**src/rtl/mdio_bridge_pkg.sv**
```systemverilog
// Shared types for the paged management-to-register bridge.
package mdio_bridge_pkg;

    // Classification of one management access after decode.
    typedef enum logic [2:0] {
        CLS_NONE    = 3'd0,
        CLS_PAGE_WR = 3'd1,
        CLS_PAGE_RD = 3'd2,
        CLS_LO_WR   = 3'd3,
        CLS_HI_WR   = 3'd4,
        CLS_LO_RD   = 3'd5,
        CLS_HI_RD   = 3'd6,
        CLS_MISS    = 3'd7
    } acc_cls_t;

endpackage

```
**src/rtl/mbr_decode.sv**
```systemverilog
// Access decoder: sorts a management access into page access, lower or
// upper half access of a decoded device, or an unclaimed access.
// Assumes acc_valid is a single-cycle strobe; purely combinational.
module mbr_decode
    import mdio_bridge_pkg::*;
#(
    parameter int          DEV_W    = 5,
    parameter int          REG_W    = 5,
    parameter logic [4:0]  PAGE_DEV = 5'h1F,
    parameter logic [4:0]  PAGE_REG = 5'h10
) (
    input  logic             acc_valid,
    input  logic             acc_write,
    input  logic [DEV_W-1:0] acc_dev,
    input  logic [REG_W-1:0] acc_reg,
    output acc_cls_t         cls
);

    logic page_hit;
    logic dev_hit;

    assign page_hit = (acc_dev == DEV_W'(PAGE_DEV)) && (acc_reg == REG_W'(PAGE_REG));
    assign dev_hit  = (acc_dev[DEV_W-1 -: 2] == 2'b10);

    // Purpose: pick the access class from the decode hits and direction.
    always_comb begin
        cls = CLS_NONE;
        if (acc_valid) begin
            if (page_hit)
                cls = acc_write ? CLS_PAGE_WR : CLS_PAGE_RD;
            else if (!dev_hit)
                cls = CLS_MISS;
            else if (acc_reg[0])
                cls = acc_write ? CLS_HI_WR : CLS_HI_RD;
            else
                cls = acc_write ? CLS_LO_WR : CLS_LO_RD;
        end
    end

endmodule

```
**src/rtl/mbr_page_reg.sv**
```systemverilog
// Page register: holds the upper word-address bits used by every bus
// access. Loaded only by a page write; cleared by reset.
module mbr_page_reg
    import mdio_bridge_pkg::*;
#(
    parameter int PAGE_W = 9,
    parameter int HALF_W = 16
) (
    input  logic              clk,
    input  logic              rst_n,
    input  acc_cls_t          cls,
    input  logic [HALF_W-1:0] acc_wdata,
    output logic [PAGE_W-1:0] page
);

    // Purpose: load the page from the low data bits on a page write.
    always_ff @(posedge clk) begin
        if (!rst_n)
            page <= '0;
        else if (cls == CLS_PAGE_WR)
            page <= acc_wdata[PAGE_W-1:0];
    end

endmodule

```
**src/rtl/mbr_half_join.sv**
```systemverilog
// Half joiner: keeps the upper half of a pending 32-bit write and the
// upper half of the last 32-bit read, and registers the 16-bit read
// response. Assumes bus_rdata is valid in the cycle of a lower-half read.
module mbr_half_join
    import mdio_bridge_pkg::*;
#(
    parameter int PAGE_W = 9,
    parameter int HALF_W = 16
) (
    input  logic                clk,
    input  logic                rst_n,
    input  acc_cls_t            cls,
    input  logic                rd_strobe,
    input  logic [HALF_W-1:0]   acc_wdata,
    input  logic [2*HALF_W-1:0] bus_rdata,
    input  logic [PAGE_W-1:0]   page,
    output logic [HALF_W-1:0]   wr_hi,
    output logic [HALF_W-1:0]   acc_rdata,
    output logic                acc_rvalid
);

    logic [HALF_W-1:0] rd_hi;

    // Purpose: store the upper half of a write until its lower half arrives.
    always_ff @(posedge clk) begin
        if (!rst_n)
            wr_hi <= '0;
        else if (cls == CLS_HI_WR)
            wr_hi <= acc_wdata;
    end

    // Purpose: keep the upper half of the last bus read for the next upper read.
    always_ff @(posedge clk) begin
        if (!rst_n)
            rd_hi <= '0;
        else if (cls == CLS_LO_RD)
            rd_hi <= bus_rdata[2*HALF_W-1:HALF_W];
    end

    // Purpose: one-cycle response strobe for every read.
    always_ff @(posedge clk) begin
        if (!rst_n)
            acc_rvalid <= 1'b0;
        else
            acc_rvalid <= rd_strobe;
    end

    // Purpose: select the 16-bit read response by access class.
    always_ff @(posedge clk) begin
        if (!rst_n)
            acc_rdata <= '0;
        else begin
            case (cls)
                CLS_PAGE_RD: acc_rdata <= {{(HALF_W-PAGE_W){1'b0}}, page};
                CLS_LO_RD:   acc_rdata <= bus_rdata[HALF_W-1:0];
                CLS_HI_RD:   acc_rdata <= rd_hi;
                CLS_MISS:    if (rd_strobe) acc_rdata <= '1;
                default:     ;
            endcase
        end
    end

endmodule

```
**src/rtl/mdio_reg_bridge.sv**
```systemverilog
// Paged management-to-register bridge top. Maps 16-bit half accesses
// onto whole 32-bit accesses of an internal bus with zero-wait reads.
// Bus request outputs are combinational from the access strobe.
module mdio_reg_bridge
    import mdio_bridge_pkg::*;
#(
    parameter int          DEV_W    = 5,
    parameter int          REG_W    = 5,
    parameter int          PAGE_W   = 9,
    parameter int          HALF_W   = 16,
    parameter logic [4:0]  PAGE_DEV = 5'h1F,
    parameter logic [4:0]  PAGE_REG = 5'h10,
    localparam int         WORD_AW  = PAGE_W + (DEV_W - 2) + (REG_W - 1),
    localparam int         ADDR_W   = WORD_AW + 2,
    localparam int         DATA_W   = 2 * HALF_W
) (
    input  logic              clk,
    input  logic              rst_n,
    input  logic              acc_valid,
    input  logic              acc_write,
    input  logic [DEV_W-1:0]  acc_dev,
    input  logic [REG_W-1:0]  acc_reg,
    input  logic [HALF_W-1:0] acc_wdata,
    output logic [HALF_W-1:0] acc_rdata,
    output logic              acc_rvalid,
    output logic              bus_req,
    output logic              bus_we,
    output logic [ADDR_W-1:0] bus_addr,
    output logic [DATA_W-1:0] bus_wdata,
    input  logic [DATA_W-1:0] bus_rdata
);

    acc_cls_t          cls;
    logic [PAGE_W-1:0] page;
    logic [HALF_W-1:0] wr_hi;
    logic              rd_strobe;

    assign rd_strobe = acc_valid && !acc_write;

    mbr_decode #(
        .DEV_W(DEV_W), .REG_W(REG_W), .PAGE_DEV(PAGE_DEV), .PAGE_REG(PAGE_REG)
    ) u_decode (
        .acc_valid(acc_valid), .acc_write(acc_write),
        .acc_dev(acc_dev), .acc_reg(acc_reg), .cls(cls)
    );

    mbr_page_reg #(.PAGE_W(PAGE_W), .HALF_W(HALF_W)) u_page (
        .clk(clk), .rst_n(rst_n), .cls(cls), .acc_wdata(acc_wdata), .page(page)
    );

    mbr_half_join #(.PAGE_W(PAGE_W), .HALF_W(HALF_W)) u_join (
        .clk(clk), .rst_n(rst_n), .cls(cls), .rd_strobe(rd_strobe),
        .acc_wdata(acc_wdata), .bus_rdata(bus_rdata), .page(page),
        .wr_hi(wr_hi), .acc_rdata(acc_rdata), .acc_rvalid(acc_rvalid)
    );

    // Purpose: drive the internal bus for lower-half accesses only.
    always_comb begin
        bus_req   = (cls == CLS_LO_WR) || (cls == CLS_LO_RD);
        bus_we    = (cls == CLS_LO_WR);
        bus_addr  = {page, acc_dev[DEV_W-3:0], acc_reg[REG_W-1:1], 2'b00};
        bus_wdata = {wr_hi, acc_wdata};
    end

endmodule

```
**config.mk**
```make
export PLATFORM = sky130hd
export DESIGN_NAME = mdio_reg_bridge
export DESIGN_NICKNAME = d
export VERILOG_FILES = /design/src/rtl/mdio_bridge_pkg.sv /design/src/rtl/mbr_decode.sv /design/src/rtl/mbr_page_reg.sv /design/src/rtl/mbr_half_join.sv /design/src/rtl/mdio_reg_bridge.sv
export SDC_FILE = /design/constraint.sdc
export NUM_CORES = 1
export LEC_CHECK = 0
export CORE_ASPECT_RATIO = 0.75
export CORE_MARGIN = 3
export CORE_UTILIZATION = 46
export DETAILED_ROUTE_END_ITERATION = 16
export PLACE_DENSITY = 0.86
export SLEW_MARGIN = 20
export SYNTH_ARGS = -nofsm -noshare
export SYNTH_HDL_FRONTEND = slang
export SYNTH_SLANG_ARGS = --single-unit
```
**constraint.sdc**
```tcl
create_clock -name clk -period 3.5 [get_ports clk]
set_input_delay 0.525 -clock clk [delete_from_list [all_inputs] [get_ports clk]]
set_output_delay 0.525 -clock clk [all_outputs]
set_load 0.02 [all_outputs]
```
; Word-level counts from Yosys, hierarchy flattened
; Cells that the tools add are included.
[classes]
n_eq_ne = 11
mux = 9
n_reduce_logical = 6
[ops]
columns = op, n
row1 = $pmux W16 S4, 1
row2 = $mux W16, 1
row3 = $mux W3, 5
row4 = $eq A3 B3 Y1 const B, 4
row5 = $eq A5 B5 Y1 const B, 2
row6 = $eq A3 B2 Y1 const B, 2
row7 = $mux W2, 2
row8 = $reduce_bool A4 Y1, 1
row9 = $eq A3 B1 Y1 const B, 1
row10 = $eq A2 B2 Y1 const B, 1
row11 = $logic_and A1 B1 Y1, 2
row12 = $ne A2 B1 Y1 const B, 1
row13 = $reduce_and A2 Y1, 1
row14 = $logic_not A1 Y1, 1
row15 = $logic_or A1 B1 Y1, 1
[word_totals]
ff_bits = 58
input_bits = 62
out_inout_bits = 69

; Logic depth before layout (Yosys ltp)
[depth]
word_depth = 8
mapped_depth = 8

; Modules after synthesis
; Synthesis repeated with hierarchy kept, for this count alone.
[unflattened]
cells_unflattened = 330
hier_area_um2 = 3041.7
[by_module_without_submodules]
columns = mod, instances, cells_per_inst, area_each_um2, seq_area_each_um2
row1 = mbr_half_join, 1, 243, 2324.7, 980.9
row2 = mbr_page_reg, 1, 40, 380.4, 180.2
row3 = mdio_reg_bridge, 1, 31, 220.2, 0.0
row4 = mbr_decode, 1, 16, 116.4, 0.0

; Worst setup path after synthesis
; No wires, ideal clock.
[synth_timing]
path_kind = in2out
startpoint = input port acc_reg[0]
endpoint = output port bus_req
arrival_ns = 2.374
setup_slack_ns = 0.601
stages = 7
path_buffers = 2
path_cell_list = inv_1 ha_1 a21o_1 clkbuf_1 clkbuf_1 nor4_1 or2_1
[synth_between]
elab_chain_len = 6
[synth_lines]
columns = item, line
row1 = start: declaration, mdio_reg_bridge.sv:22  ; input logic [REG_W-1:0] acc_reg,
row2 = $eq A5 B5 Y1 / $mux W3 (equally long branches), "mbr_decode.sv:22, mbr_decode.sv:33"
row3 = $logic_and A1 B1 Y1 / $mux W3 (equally long branches), "mbr_decode.sv:22, mbr_decode.sv:31"
row4 = $mux W3 *, mbr_decode.sv:29  ; if (page_hit)
row5 = $mux W3 *, mbr_decode.sv:28  ; if (acc_valid) begin
row6 = $eq A3 B2 Y1 *, --
row7 = net bus_we, mdio_reg_bridge.sv:27  ; output logic bus_we,
row8 = $logic_or A1 B1 Y1 *, mdio_reg_bridge.sv:59  ; bus_req = (cls == CLS_LO_WR) || (cls == CLS_LO_RD);
row9 = end: declaration, mdio_reg_bridge.sv:26  ; output logic bus_req,
; Mark *: on every way through the listed nets, which the timed path passes. The rest lies on a longest branch.

; Worst setup path after layout
[layout_timing]
startpoint = input port acc_reg[1]
endpoint = output port bus_req
[layout_between]
elab_chain_len = 6
[layout_lines]
columns = item, line
row1 = $eq A5 B5 Y1 *, mbr_decode.sv:22  ; assign page_hit = (acc_dev == DEV_W'(PAGE_DEV)) && (acc_reg == REG_W'(PAGE_REG));
row2 = $logic_and A1 B1 Y1 *, mbr_decode.sv:22
row3 = $mux W3 *, mbr_decode.sv:29
row4 = $mux W3 *, mbr_decode.sv:28
row5 = $eq A3 B2 Y1 / $eq A3 B3 Y1 (equally long branches), mdio_reg_bridge.sv:59
row6 = $logic_or A1 B1 Y1 *, mdio_reg_bridge.sv:59
; Mark *: on every way between the ends. The rest lies on a longest branch, timed or not.

==> flow_summary_export.csv <==
group,metric,value,unit
outcome,status,"finished, final reports clean",
sta,hold_viol,0,
synth,synth_top_area_share,37.4,%
clocking,clk_latency,0.34,ns
synth,synth_commonest_cells,"dfxtp_1 (58), mux2i_1 (41), nor2b_1 (34)",
global_route,grt_pass1_wl,13400,um
sta,fin_crit_sh,95.0,%
synth,synth_edf_count,0,
placement,numPortBuffers,128,
synth,syn_inst,336,
floorplanning,core,6410,um^2
run,cap_violations,0,
clocking,cts.path.max_buffers,2,
sta,max_slew_margin,43.6,%
setup_path,critPathMaxFanout,4,
detailed_routing,wl,8350,um
setup_path,cp-end-kind,"output pin",
setup_path,slowest_stage,"or4b_4",
synth,yosys_register_bits,58,
finish,drive_gt1_share,8.37,%
synth,syn_avg_cell_area,9.24,um^2
power_and_ir_drop,power.leakage,1.60,nW
sta,max_clock_freq,0.301,GHz
sta,slew_viol_final,0,
clocking,clock-sinks,58,
floorplanning,fp.dieW,101,um
setup_path,cpMostUsedCell,"clkdlybuf4s50_1",
sta,setup_viol,0,
global_route,grt_use_met3,6.36,%
clocking,cts_buffers,9,
sta,finalClockSkew,0.0114,ns
floorplanning,initial_core_util,48.4,%
detailed_routing,vias,2795,
detailed_routing,wl_per_cell,16.0,um
placement,gp_congestion,0.893,
clocking,path_clk_slew,0.06,ns
clocking,cts-resized-gates,0,
sta,rsz0062_at_grt,"no",
power_and_ir_drop,total_power,0.00178,W
global_route,grt_pass1_vias,2718,
finish,nets,500,
clocking,h-tree-depth,3,
sta,setup_tns,0,ns
clocking,cts_root_buffer,"clkbuf_8",
clocking,postCtsHoldBufs,0,
global_route,antenna_found_initial,0,
setup_path,arrival,2.80,ns
synth,yosys-top-cells-area,"dfxtp_1 (37%), mux2i_1 (13%), nor2b_1 (6.9%)",
synth,yosys_warnings,0,
global_route,grtUsageMet1,27.3,%
setup_path,crit_chain,"clkdlybuf4s50_1 > or4b_4 > nor3_4 > nor4_1 > or2_1 > clkdlybuf4s50_1",
finish,diodes,0,
global_route,grt_usage,21.5,%
setup_path,worst-setup-path-type,"in2out",
global_route,grt_start_max_net_pins,56,
synth,synth_largest_area_cell,"dfxtp_1",
finish,area_growth,43.0,%
clocking,cts_setup_buffers,0,
synth,ys_seq_area_share,37.4,%
synth,synth.distinct_cells,43,
placement,place_hpwl,6250,um
global_route,use_met2,34.6,%
worst_hold_path,hold_path.class,"reg2reg",
floorplanning,dieArea,7780,um^2
floorplanning,rows,25,
detailed_routing,ant_nets,0,
setup_path,required,2.97,ns
detailed_routing,vias_per_cell,5.34,
setup_path,crit_path_start_kind,"input pin",
synth,synth_ff_type,"dfxtp_1",
power_and_ir_drop,p_per_area,401,nW/um^2
synth,syn_area,3100,um^2
power_and_ir_drop,ir_drop,0.258,mV
floorplanning,die_h,77.1,um
floorplanning,io_pins,131,
detailed_routing,drt_pass1_iterations,5,
setup_path,cpPeakStageDelay,0.59,ns
global_route,grt.busiest_layer,"met2",
synth,yosysMostFrequentCell,"dfxtp_1",
sta,tightest_slew,0.846,ns
detailed_routing,route.detailed.drc,0,
finish,fillers,503,
synth,async_flop_share,0,%
clocking,cts_tree,"done",
sta,finalCriticalPeriod,3.32,ns
global_route,grt_overflow_total,0,
detailed_routing,drt_iter0_markers,110,
## sequential cells by signal (all words and copies together), names as in the netlist
| name | cells |
|---|---|
| u_join.rd_hi | 16 |
| u_join.acc_rvalid | 1 |
| u_join.wr_hi | 16 |
| u_join.acc_rdata | 16 |
| u_page.page | 9 |
## stage by stage
step	setup slack (ns)	instance area, um^2	util, %	hold slack (ns)	std cells
6_report	0.175	4440	69.2	0.477	523
4_1_cts	0.170	4440	69.2	0.478	523
3_3_place_gp	0.259	4230	65.9	0.463	507
5_1_grt	0.100	4440	69.2	0.502	523
3_5_place_dp	0.170	4230	65.9	0.469	507
2_1_floorplan	0.601	3110	-	0.475	337
## metal layers
metal | up-vias | routed length (um)
met5 | - | 0
met4 | 0 | 99
met3 | 11 | 685
met2 | 111 | 4010
met1 | 1299 | 3550
li1 | 1374 | -
## power breakdown
group	total, W	switching, W	internal, W	leakage [nW]
Clock	0.000659	0.000259	0.000400	0.107
Sequential	0.000719	0.0000213	0.000697	0.474
Combinational	0.000401	0.000194	0.000207	1.02
## layout make-up
| cell class | count | area [um^2] | share of cell area, % |
|---|---|---|---|
| timing repair buffer | 138 | 1350 | 30.4 |
| clock inverter | 5 | 78.8 | 1.78 |
| inverter | 3 | 11.3 | 0.254 |
| tap | 81 | 101 | 2.28 |
| sequential | 58 | 1160 | 26.2 |
| multi-input combinational | 227 | 1600 | 36.1 |
| clock buffer | 11 | 131 | 2.96 |
## cell usage in the layout, fill, tap and decap left out, types with 2 or more instances in the layout
| master | instances |
|---|---|
| clkdlybuf4s50_1 | 127 |
| dfxtp_1 | 58 |
| mux2i_1 | 41 |
| nor2b_1 | 34 |
| nand2_1 | 30 |
| a21oi_1 | 18 |
| o21ai_0 | 10 |
| buf_4 | 10 |
| or3_1 | 9 |
| nor2_1 | 9 |
| o221ai_1 | 9 |
| o22ai_1 | 9 |
| clkbuf_8 | 9 |
| o21a_1 | 8 |
| nor3b_1 | 7 |
| a31oi_1 | 7 |
| nor3_1 | 7 |
| inv_1 | 3 |
| a21o_1 | 3 |
| nor4_2 | 2 |
| or2_1 | 2 |
| and3_1 | 2 |
| conb_1 | 2 |
| clkinv_2 | 2 |
| clkbuf_1 | 2 |
| bufinv_16 | 2 |
## critical path: cells and delay by family
family / cells / cell delay (ns)
buf+inv: 2 / 1.03
simple gates: 4 / 1.24
## cell families after synthesis
family	share of synthesized area, %
muxes	13.2
DFF	37.4
AOI/OAI and AO/OA	15.1
buffers and inverters	11.2
other	0.121
and+or+nand+nor	22.5
adders and majority gates	0.403
## final timing paths
kind / from / to / slack, ns / cells past startpoint
max: acc_reg[1] / bus_req / 0.18 / 6
min: u_page.page[0] / u_page.page[0] / 0.48 / 2
max reg2reg: u_join.rd_hi[7] / u_join.acc_rdata[7] / 2.39 / 3
min reg2reg: u_page.page[0] / u_page.page[0] / 0.48 / 2
Power figures use the tool's default switching activity.
